<file path="src/rtl/pstore_pkg.sv">
package pstore_pkg;
    typedef enum logic [2:0] {
        ST_IDLE,
        ST_WRITE,
        ST_ACCESS,
        ST_CHECK,
        ST_RESP
    } pst_state_e;
endpackage

</file>
<file path="src/rtl/pstore_bytepar.sv">
module pstore_bytepar #(
    parameter int DW = 16
) (
    input  logic [DW-1:0]   data,
    output logic [DW/8-1:0] par
);
    localparam int NB = DW / 8;
    for (genvar b = 0; b < NB; b++) begin : g_lane
        assign par[b] = ^data[8*b +: 8];
    end
endmodule

</file>
<file path="src/rtl/pstore_chkgen.sv">
module pstore_chkgen #(
    parameter int AW = 6,
    parameter int DW = 16
) (
    input  logic [AW-1:0] addr,
    input  logic [DW-1:0] data,
    output logic [1:0]    chk
);
    // bit 0: combined address+data, bit 1: address only
    assign chk[0] = ^{addr, data};
    assign chk[1] = ^addr;
endmodule

</file>
<file path="src/rtl/pstore_chkeval.sv">
module pstore_chkeval #(
    parameter int AW = 6,
    parameter int DW = 16
) (
    input  logic [AW-1:0] addr,
    input  logic [DW-1:0] rdata,
    input  logic [1:0]    rchk,
    output logic          bad,
    output logic          addr_fault
);
    logic [1:0] expect_chk;

    pstore_chkgen #(.AW(AW), .DW(DW)) u_regen (
        .addr (addr),
        .data (rdata),
        .chk  (expect_chk)
    );

    assign addr_fault = expect_chk[1] ^ rchk[1];
    assign bad        = addr_fault | (expect_chk[0] ^ rchk[0]);
endmodule

</file>
<file path="src/rtl/pstore_ctrl.sv">
module pstore_ctrl
    import pstore_pkg::*;
#(
    parameter int AW        = 6,
    parameter int DW        = 16,
    parameter int MAX_RETRY = 2,
    parameter int SCW       = 8
) (
    input  logic            clk,
    input  logic            rst_n,
    input  logic            req_valid,
    output logic            req_ready,
    input  logic            req_write,
    input  logic [AW-1:0]   req_addr,
    input  logic [DW-1:0]   req_wdata,
    input  logic [DW/8-1:0] req_wpar,
    output logic            rsp_valid,
    output logic [DW-1:0]   rsp_rdata,
    output logic [DW/8-1:0] rsp_rpar,
    output logic            rsp_err,
    output logic            mem_en,
    output logic            mem_we,
    output logic [AW-1:0]   mem_addr,
    output logic [DW-1:0]   mem_wdata,
    output logic [1:0]      mem_wchk,
    input  logic [DW-1:0]   mem_rdata,
    input  logic [1:0]      mem_rchk,
    output logic [SCW-1:0]  soft_cnt,
    output logic            hard_err,
    output logic [AW-1:0]   hard_addr,
    output logic            hard_kind
);
    localparam int NB = DW / 8;
    localparam int TW = (MAX_RETRY < 1) ? 1 : $clog2(MAX_RETRY + 1);
    localparam logic [TW-1:0]  TRY_LAST = TW'(MAX_RETRY);
    localparam logic [SCW-1:0] SOFT_MAX = {SCW{1'b1}};

    pst_state_e state_q, state_d;

    logic [AW-1:0]  a_q;
    logic [DW-1:0]  d_q;
    logic [TW-1:0]  tries_q;
    logic [DW-1:0]  rdata_q;
    logic           rerr_q;
    logic [SCW-1:0] soft_q;
    logic           hard_q;
    logic [AW-1:0]  haddr_q;
    logic           hkind_q;

    logic [NB-1:0]  in_par;
    logic           wpar_ok;
    logic           rd_bad;
    logic           rd_afault;
    logic           accept;

    pstore_bytepar #(.DW(DW)) u_inpar (
        .data (req_wdata),
        .par  (in_par)
    );

    pstore_chkgen #(.AW(AW), .DW(DW)) u_gen (
        .addr (a_q),
        .data (d_q),
        .chk  (mem_wchk)
    );

    pstore_chkeval #(.AW(AW), .DW(DW)) u_eval (
        .addr       (a_q),
        .rdata      (mem_rdata),
        .rchk       (mem_rchk),
        .bad        (rd_bad),
        .addr_fault (rd_afault)
    );

    pstore_bytepar #(.DW(DW)) u_outpar (
        .data (rdata_q),
        .par  (rsp_rpar)
    );

    assign wpar_ok = (in_par == req_wpar);
    assign accept  = (state_q == ST_IDLE) && req_valid;

    // next-state logic
    always_comb begin
        state_d = state_q;
        unique case (state_q)
            ST_IDLE: begin
                if (req_valid) begin
                    if (!req_write)   state_d = ST_ACCESS;
                    else if (wpar_ok) state_d = ST_WRITE;
                    else              state_d = ST_RESP;
                end
            end
            ST_WRITE:  state_d = ST_RESP;
            ST_ACCESS: state_d = ST_CHECK;
            ST_CHECK: begin
                if (rd_bad && (tries_q < TRY_LAST)) state_d = ST_ACCESS;
                else                                state_d = ST_RESP;
            end
            ST_RESP:   state_d = ST_IDLE;
            default:   state_d = ST_IDLE;
        endcase
    end

    // state register
    always_ff @(posedge clk) begin
        if (!rst_n) state_q <= ST_IDLE;
        else        state_q <= state_d;
    end

    // request capture, retry count and error record
    always_ff @(posedge clk) begin
        if (!rst_n) begin
            a_q     <= '0;
            d_q     <= '0;
            tries_q <= '0;
            rdata_q <= '0;
            rerr_q  <= 1'b0;
            soft_q  <= '0;
            hard_q  <= 1'b0;
            haddr_q <= '0;
            hkind_q <= 1'b0;
        end else begin
            if (accept) begin
                a_q     <= req_addr;
                d_q     <= req_wdata;
                tries_q <= '0;
                rdata_q <= '0;
                rerr_q  <= req_write && !wpar_ok;
            end
            if (state_q == ST_CHECK) begin
                if (!rd_bad) begin
                    rdata_q <= mem_rdata;
                    rerr_q  <= 1'b0;
                    if ((tries_q != '0) && (soft_q != SOFT_MAX))
                        soft_q <= soft_q + SCW'(1);
                end else if (tries_q < TRY_LAST) begin
                    tries_q <= tries_q + TW'(1);
                end else begin
                    rdata_q <= '0;
                    rerr_q  <= 1'b1;
                    if (!hard_q) begin
                        hard_q  <= 1'b1;
                        haddr_q <= a_q;
                        hkind_q <= rd_afault;
                    end
                end
            end
        end
    end

    // outputs
    always_comb begin
        req_ready = (state_q == ST_IDLE);
        mem_en    = (state_q == ST_ACCESS) || (state_q == ST_WRITE);
        mem_we    = (state_q == ST_WRITE);
        mem_addr  = a_q;
        mem_wdata = d_q;
        rsp_valid = (state_q == ST_RESP);
        rsp_rdata = rdata_q;
        rsp_err   = rerr_q;
        soft_cnt  = soft_q;
        hard_err  = hard_q;
        hard_addr = haddr_q;
        hard_kind = hkind_q;
    end
endmodule

</file>
<file path="config.mk">
export PLATFORM = sky130hd
export DESIGN_NAME = pstore_ctrl
export DESIGN_NICKNAME = d
export VERILOG_FILES = /design/src/rtl/pstore_pkg.sv /design/src/rtl/pstore_bytepar.sv /design/src/rtl/pstore_chkgen.sv /design/src/rtl/pstore_chkeval.sv /design/src/rtl/pstore_ctrl.sv
export SDC_FILE = /design/constraint.sdc
export NUM_CORES = 1
export LEC_CHECK = 0
export ABC_CLOCK_PERIOD_IN_PS = 5600
export BUFFER_PORTS_ARGS = -buffer_cell sky130_fd_sc_hd__buf_4
export CORE_MARGIN = 1
export CORE_UTILIZATION = 54
export CTS_BUF_LIST = sky130_fd_sc_hd__clkbuf_8
export CTS_CLUSTER_SIZE = 16
export DETAILED_ROUTE_END_ITERATION = 6
export PLACE_DENSITY = 0.86
export SETUP_SLACK_MARGIN = 0.5
export SLEW_MARGIN = 20
export SYNTH_ARGS = -nofsm -noshare
export SYNTH_HDL_FRONTEND = slang
export SYNTH_HIERARCHICAL = 1
export SYNTH_SLANG_ARGS = --single-unit
</file>
<file path="constraint.sdc">
create_clock -name clk -period 5.6 [get_ports clk]
set_input_delay 0.56 -clock clk [delete_from_list [all_inputs] [get_ports clk]]
set_output_delay 0.56 -clock clk [all_outputs]
set_load 0.05 [all_outputs]
</file>
==> Word level (Yosys, flattened, before mapping) <==
Index checks and enable logic that the tools add are counted.
{ "op_classes": {"n_addsub": 2, "n_lt_le_gt_ge": 1, "eq_ne": 7, "mux": 17, "bitwise_logic": 6, "n_reduce_logical": 18} }
{ "op_table": {"columns": ["cell", "count"], "rows": [
  ["$mux 16", 4],
  ["$reduce_xor 22->1", 2],
  ["$reduce_xor 8->1", 4],
  ["$mux 3", 4],
  ["$pmux 3 s4", 1],
  ["$add 8x1->8 const B", 1],
  ["$mux 2", 4],
  ["$ne 8x8->1 const B", 1],
  ["$eq 3x2->1 const B", 2],
  ["$reduce_and 3->1", 2],
  ["$reduce_xor 6->1", 1],
  ["$logic_and 1x1->1", 4],
  ["$mux 1", 4],
  ["$reduce_and 4->1", 1],
  ["$eq 3x1->1 const B", 1],
  ["$eq 3x3->1 const B", 1],
  ["$logic_not 3->1", 1],
  ["$not 1->1", 3],
  ["$add 2x1->2 const B", 1],
  ["$eq 2x2->1", 1],
  ["$lt 2x2->1 const B", 1],
  ["$ne 2x2->1 const B", 1],
  ["$reduce_bool 2->1", 1],
  ["$xor 1x1->1", 2],
  ["3 further kinds", 3]
]} }
{ "word_totals": {"reg_bits": 60, "output_inout_bits": 63, "elab_cells": 61} }

==> Longest topological paths before layout <==
{ "logic_depth": {"word_depth": 8, "ltp_mapped": 12, "depth_no_buf": 10} }

==> Modules after synthesis <==
The synthesis kept the hierarchy.
{ "by_module_without_submodules": {"columns": ["module", "n_inst", "cells_each", "area_per_inst_um2", "seq_area_each_um2"], "rows": [
  ["pstore_ctrl", 1, 290, 2362.3, 1201.2],
  ["pstore_chkgen", 2, 20, 188.9, 0.0],
  ["pstore_bytepar", 2, 14, 122.6, 0.0],
  ["pstore_chkeval", 1, 3, 23.8, 0.0]
]} }

==> Least setup slack after synthesis <==
No wires, ideal clock.
{ "synth_timing": {"path_type": "reg2out", "start": "register a_q[3] (netlist: mem_addr[3])", "end": "output port mem_wchk[0]", "arrival_ps": 2663, "required_time_ps": 5040, "setup_slack_ps": 2377, "path_stages_with_launch": 5, "path_cell_list": "dfxtp_1 > xnor2_1 > xnor2_1 > xnor2_1 > xnor3_1"} }
{ "synth_via": {"elab_chain_cells": 1} }
{ "synth_lines": {"columns": ["element", "line", "text"], "rows": [
  ["from (decl)", "pstore_ctrl.sv:40", "logic [AW-1:0] a_q;"],
  ["from (signal assigned)", "pstore_ctrl.sv:125", "a_q <= req_addr;"],
  ["$reduce_xor 22->1", "pstore_chkgen.sv:10", "assign chk[0] = ^{addr, data};"],
  ["to (decl)", "pstore_ctrl.sv:25", "output logic [1:0] mem_wchk,"]
]} }
Every way passes these cells.

==> Worst setup path in the final report <==
{ "layout_timing": {"start": "register a_q[2] (netlist: mem_addr[2])", "end": "register soft_q[7] (netlist: soft_cnt[7])"} }
{ "layout_via": {"elab_chain_cells": 5, "elab_cells_between_ends": 7} }
{ "layout_lines": {"columns": ["element", "line", "text"], "rows": [
  ["$reduce_xor 6->1", "pstore_chkgen.sv:11", "assign chk[1] = ^addr;"],
  ["via u_eval.expect_chk[1]", "pstore_chkeval.sv:11", "logic [1:0] expect_chk;"],
  ["$xor 1x1->1", "pstore_chkeval.sv:19", "assign addr_fault = expect_chk[1] ^ rchk[1];"],
  ["$or 1x1->1", "pstore_chkeval.sv:20", "assign bad = addr_fault | (expect_chk[0] ^ rchk[0]);"],
  ["via rd_bad", "pstore_ctrl.sv:52", "logic rd_bad;"],
  ["$not 1->1 (no source line)", null, null],
  ["$reduce_and 3->1 (no source line)", null, null],
  ["to (signal assigned)", "pstore_ctrl.sv:136", "soft_q <= soft_q + SCW'(1);"],
  ["to (decl)", "pstore_ctrl.sv:45", "logic [SCW-1:0] soft_q;"]
]} }
The timed path passes the listed nets, and every way through them passes these cells.
A chain may end at the register's enable or synchronous reset.

==> reports/results.md <==
| Item | Value | Unit |
| --- | --- | --- |
| First-pass GRT wire length | 12900 | um |
| Total placed instance area | 3810 | um^2 |
| Number of vias per cell after detailed routing | 5.32 | - |
| Io pins | 109 | - |
| Number of warnings printed during yosys synthesis | 6 | - |
| Unrepaired setup endpoints after global routing | no | - |
| Die Footprint | 5880 | um^2 |
| Root buffer cell | clkbuf_8 | - |
| Syn_area_per_cell | 8.34 | um^2 |
| Outcome | finished, final reports clean | - |
| Total negative slack | 0 | ns |
| Total length of routed wires | 7690 | um |
| Diodes inserted | 0 | - |
| Routability congestion estimate from global placement | 0.822 | - |
| Number of buffers inserted by port buffering | 108 | - |
| First drt pass iteration count | 4 | - |
| Post-Synthesis Cell Area | 3010 | um^2 |
| Classification of the worst-slack hold path | register to register | - |
| Fraction of the yosys area taken by sequential cells | 39.9 | % |
| Number of flops mapped to enable cells by yosys | 0 | - |
| Leakage power | 1.66 | nW |
| Reg clk slew, reported paths | 0.07 | ns |
| Sink Count | 60 | - |
| Non-filler cells in the finished layout | 535 | - |
| Initial antenna violation count | 0 | - |
| Count of cells resized by post-cts repair | 0 | - |
| Clock latency reported for the late side of the worst-skew pair | 0.34 | ns |
| Worst VDD drop | 0.279 | mV |
| Clock tree buffer depth | 2 | - |
| Initial Util | 57.5 | % |
| Number of clock buffers inserted by TritonCTS | 9 | - |
| Cell count after synthesis | 361 | - |
| Share of flip-flops with an asynchronous set or reset | 0 | % |
| Final-report setup violation count | 0 | - |
| CP Class | register to register | - |
| Netlist cell types | 38 | - |
| DRC errors left | 0 | - |
| Hold-fix buffer count after cts | 0 | - |
| Fraction of final layout cells with drive strength greater than 1 | 27.3 | % |
| Iteration-0 DRC count of the detailed router | 169 | - |
| Area grow syn2layout | 35.3 | % |
| Antenna-violating nets left | 0 | - |
| CP Capture Type | register | - |
| Net count reported at finish | 507 | - |
| Cell Rows | 26 | - |
| Count of state elements after synthesis | 60 | - |
| Setup skew after layout | 0.00453 | ns |
| Gr ovfl total | 0 | - |
| Critical path peak fanout | 19 | - |
| Width of the chip | 76.7 | um |
| Worst hold-check slack | 0.456 | ns |
| Max cap viols | 0 | - |
| Post-CTS Setup Repair Bufs | 0 | - |
| Worst-Margin Slew | 0.904 | ns |
| Shortest period the worst path allows | 3.63 | ns |
| Average wire per cell in the routed design | 14.4 | um |
| Final Max Slew Viols | 0 | - |
| Worst Slack Setup Final | 1.97 | ns |
| Post-layout utilization of the core | 77.7 | % |
| Largest net degree at the start of global routing | 37 | - |
| Ratio of total power to cell area | 408 | nW/um^2 |
| Fmax achieved | 275 | MHz |
| Sum of internal, switching and leakage power | 1.66 | mW |
| Area of the core region | 5240 | um^2 |
| Required @ worst endpoint | 5.87 | ns |
| Number of nets in the synthesized netlist | 408 | - |
| HPWL after DPL | 5430 | um |
| CTS tree | yes | - |
| Number of global-route vias before repair | 2794 | - |
| Most common flop cell mapped by yosys | dfxtp_1 | - |
| Startpoint kind of the worst setup timing path | register | - |
| Final instance area | 4070 | um^2 |
| GRT Overall Usage | 27.8 | % |
| Worst slack, placed | 1.86 | ns |
| Dpl cells | 519 | - |
| H-tree depth reported by CTS | 3 | - |
| Number of hold violations in the final report | 0 | - |
| Via count | 2845 | - |
| Die height | 76.7 | um |
| Max_slew headroom | 39.6 | % |
| Final critical-path share of the clock period | 64.9 | % |
| CP Data Arrival Time | 3.91 | ns |
[report_power, final]
part / switching, mW / total (mW) / leakage (nW) / internal (mW)
logic: 0.415 / 0.675 / 1.04 / 0.260
clock network: 0.171 / 0.489 / 0.131 / 0.318
registers: 0.0436 / 0.498 / 0.487 / 0.454
[cells in the mapped netlist (all sizes together) (3+ instances only)]
| master | number | area share, % |
|---|---|---|
| nand2 | 72 | 9.0 |
| nor3b | 3 | 0.75 |
| buf | 7 | 1.8 |
| or3 | 5 | 1.0 |
| o21ai | 28 | 4.7 |
| xor2 | 10 | 2.9 |
| nor2 | 10 | 1.2 |
| xnor2 | 62 | 18 |
| inv | 4 | 0.50 |
| dfxtp | 60 | 40 |
| nand3 | 10 | 1.7 |
| clkbuf | 14 | 1.7 |
| nor3 | 3 | 0.50 |
| a21oi | 45 | 7.5 |
[cell usage in the layout (no fill, tap or decap), types with 2 or more instances in the layout]
cell and n:
xnor3_1 2, nand2_1 72, or4_1 2, inv_1 5, a21oi_1 45, clkbuf_8 11, o31ai_1 2, o21ai_0 28
xor2_1 10, xnor2_1 62, buf_4 109, nor3b_1 3, nor2_1 10, nor3_1 2, bufinv_16 3, or3_1 5
dfxtp_1 60, nand3_1 10, nand2b_1 2
[critical path, stage by stage, from the launching register on]
cell and delay (ns):
dfxtp_1 0.46, xnor2_1 0.17, xnor2_1 0.12, xnor2_1 0.28, xnor3_1 0.46, xnor2_1 0.15
nand2b_1 0.11, and4bb_1 0.76, o221ai_4 0.35, or4_1 0.54, a21oi_1 0.15
[cell type report]
type	instances	area, um^2
timing repair buffer	109	818
sequential	60	1200
multi-input combinational	275	1690
fill	385	1170
clock buffer	11	151
clock inverter	5	98.8
inverter	5	18.8
tap	70	87.6
[cell families (layout without fill, tap and decap cells)]
group                    Yosys count  in the layout  share of synthesized area (%)
adder cells (fa/ha/maj)            1              1                          0.416
buffers and inverters             26            130                           4.16
XOR/XNOR                          74             74                           22.5
multiplexers                       1              1                          0.333
flip-flops                        60             60                           39.9
AND/OR/NAND/NOR                  114            114                           16.9
AO/OA/AOI/OAI                     85             85                           15.8
[routing by layer]
layer	wire (um)	vias up	GRT usage, %
met5	0	-	0
met4	117	0	12.5
met3	417	12	6.07
met2	3830	94	48.5
met1	3320	1325	32.6
li1	-	1414	-
[path summary, 6_finish.rpt]
check / cells after the start / end / slack, ns / startpoint
min: 2 / hard_addr[3] / 0.46 / hard_addr[3]
min reg2reg: 2 / hard_addr[3] / 0.46 / hard_addr[3]
max: 10 / soft_cnt[7] / 1.97 / mem_addr[2]
max reg2reg: 10 / soft_cnt[7] / 1.97 / mem_addr[2]
[flip-flops by register name (all words and copies together), names as in the netlist]
signal	flops
mem_wdata	16
rsp_rdata	16
soft_cnt	8
hard_addr	6
mem_addr	6
state_q	3
tries_q	2
hard_err	1
hard_kind	1
rsp_err	1
Power figures use the tool's default switching activity.
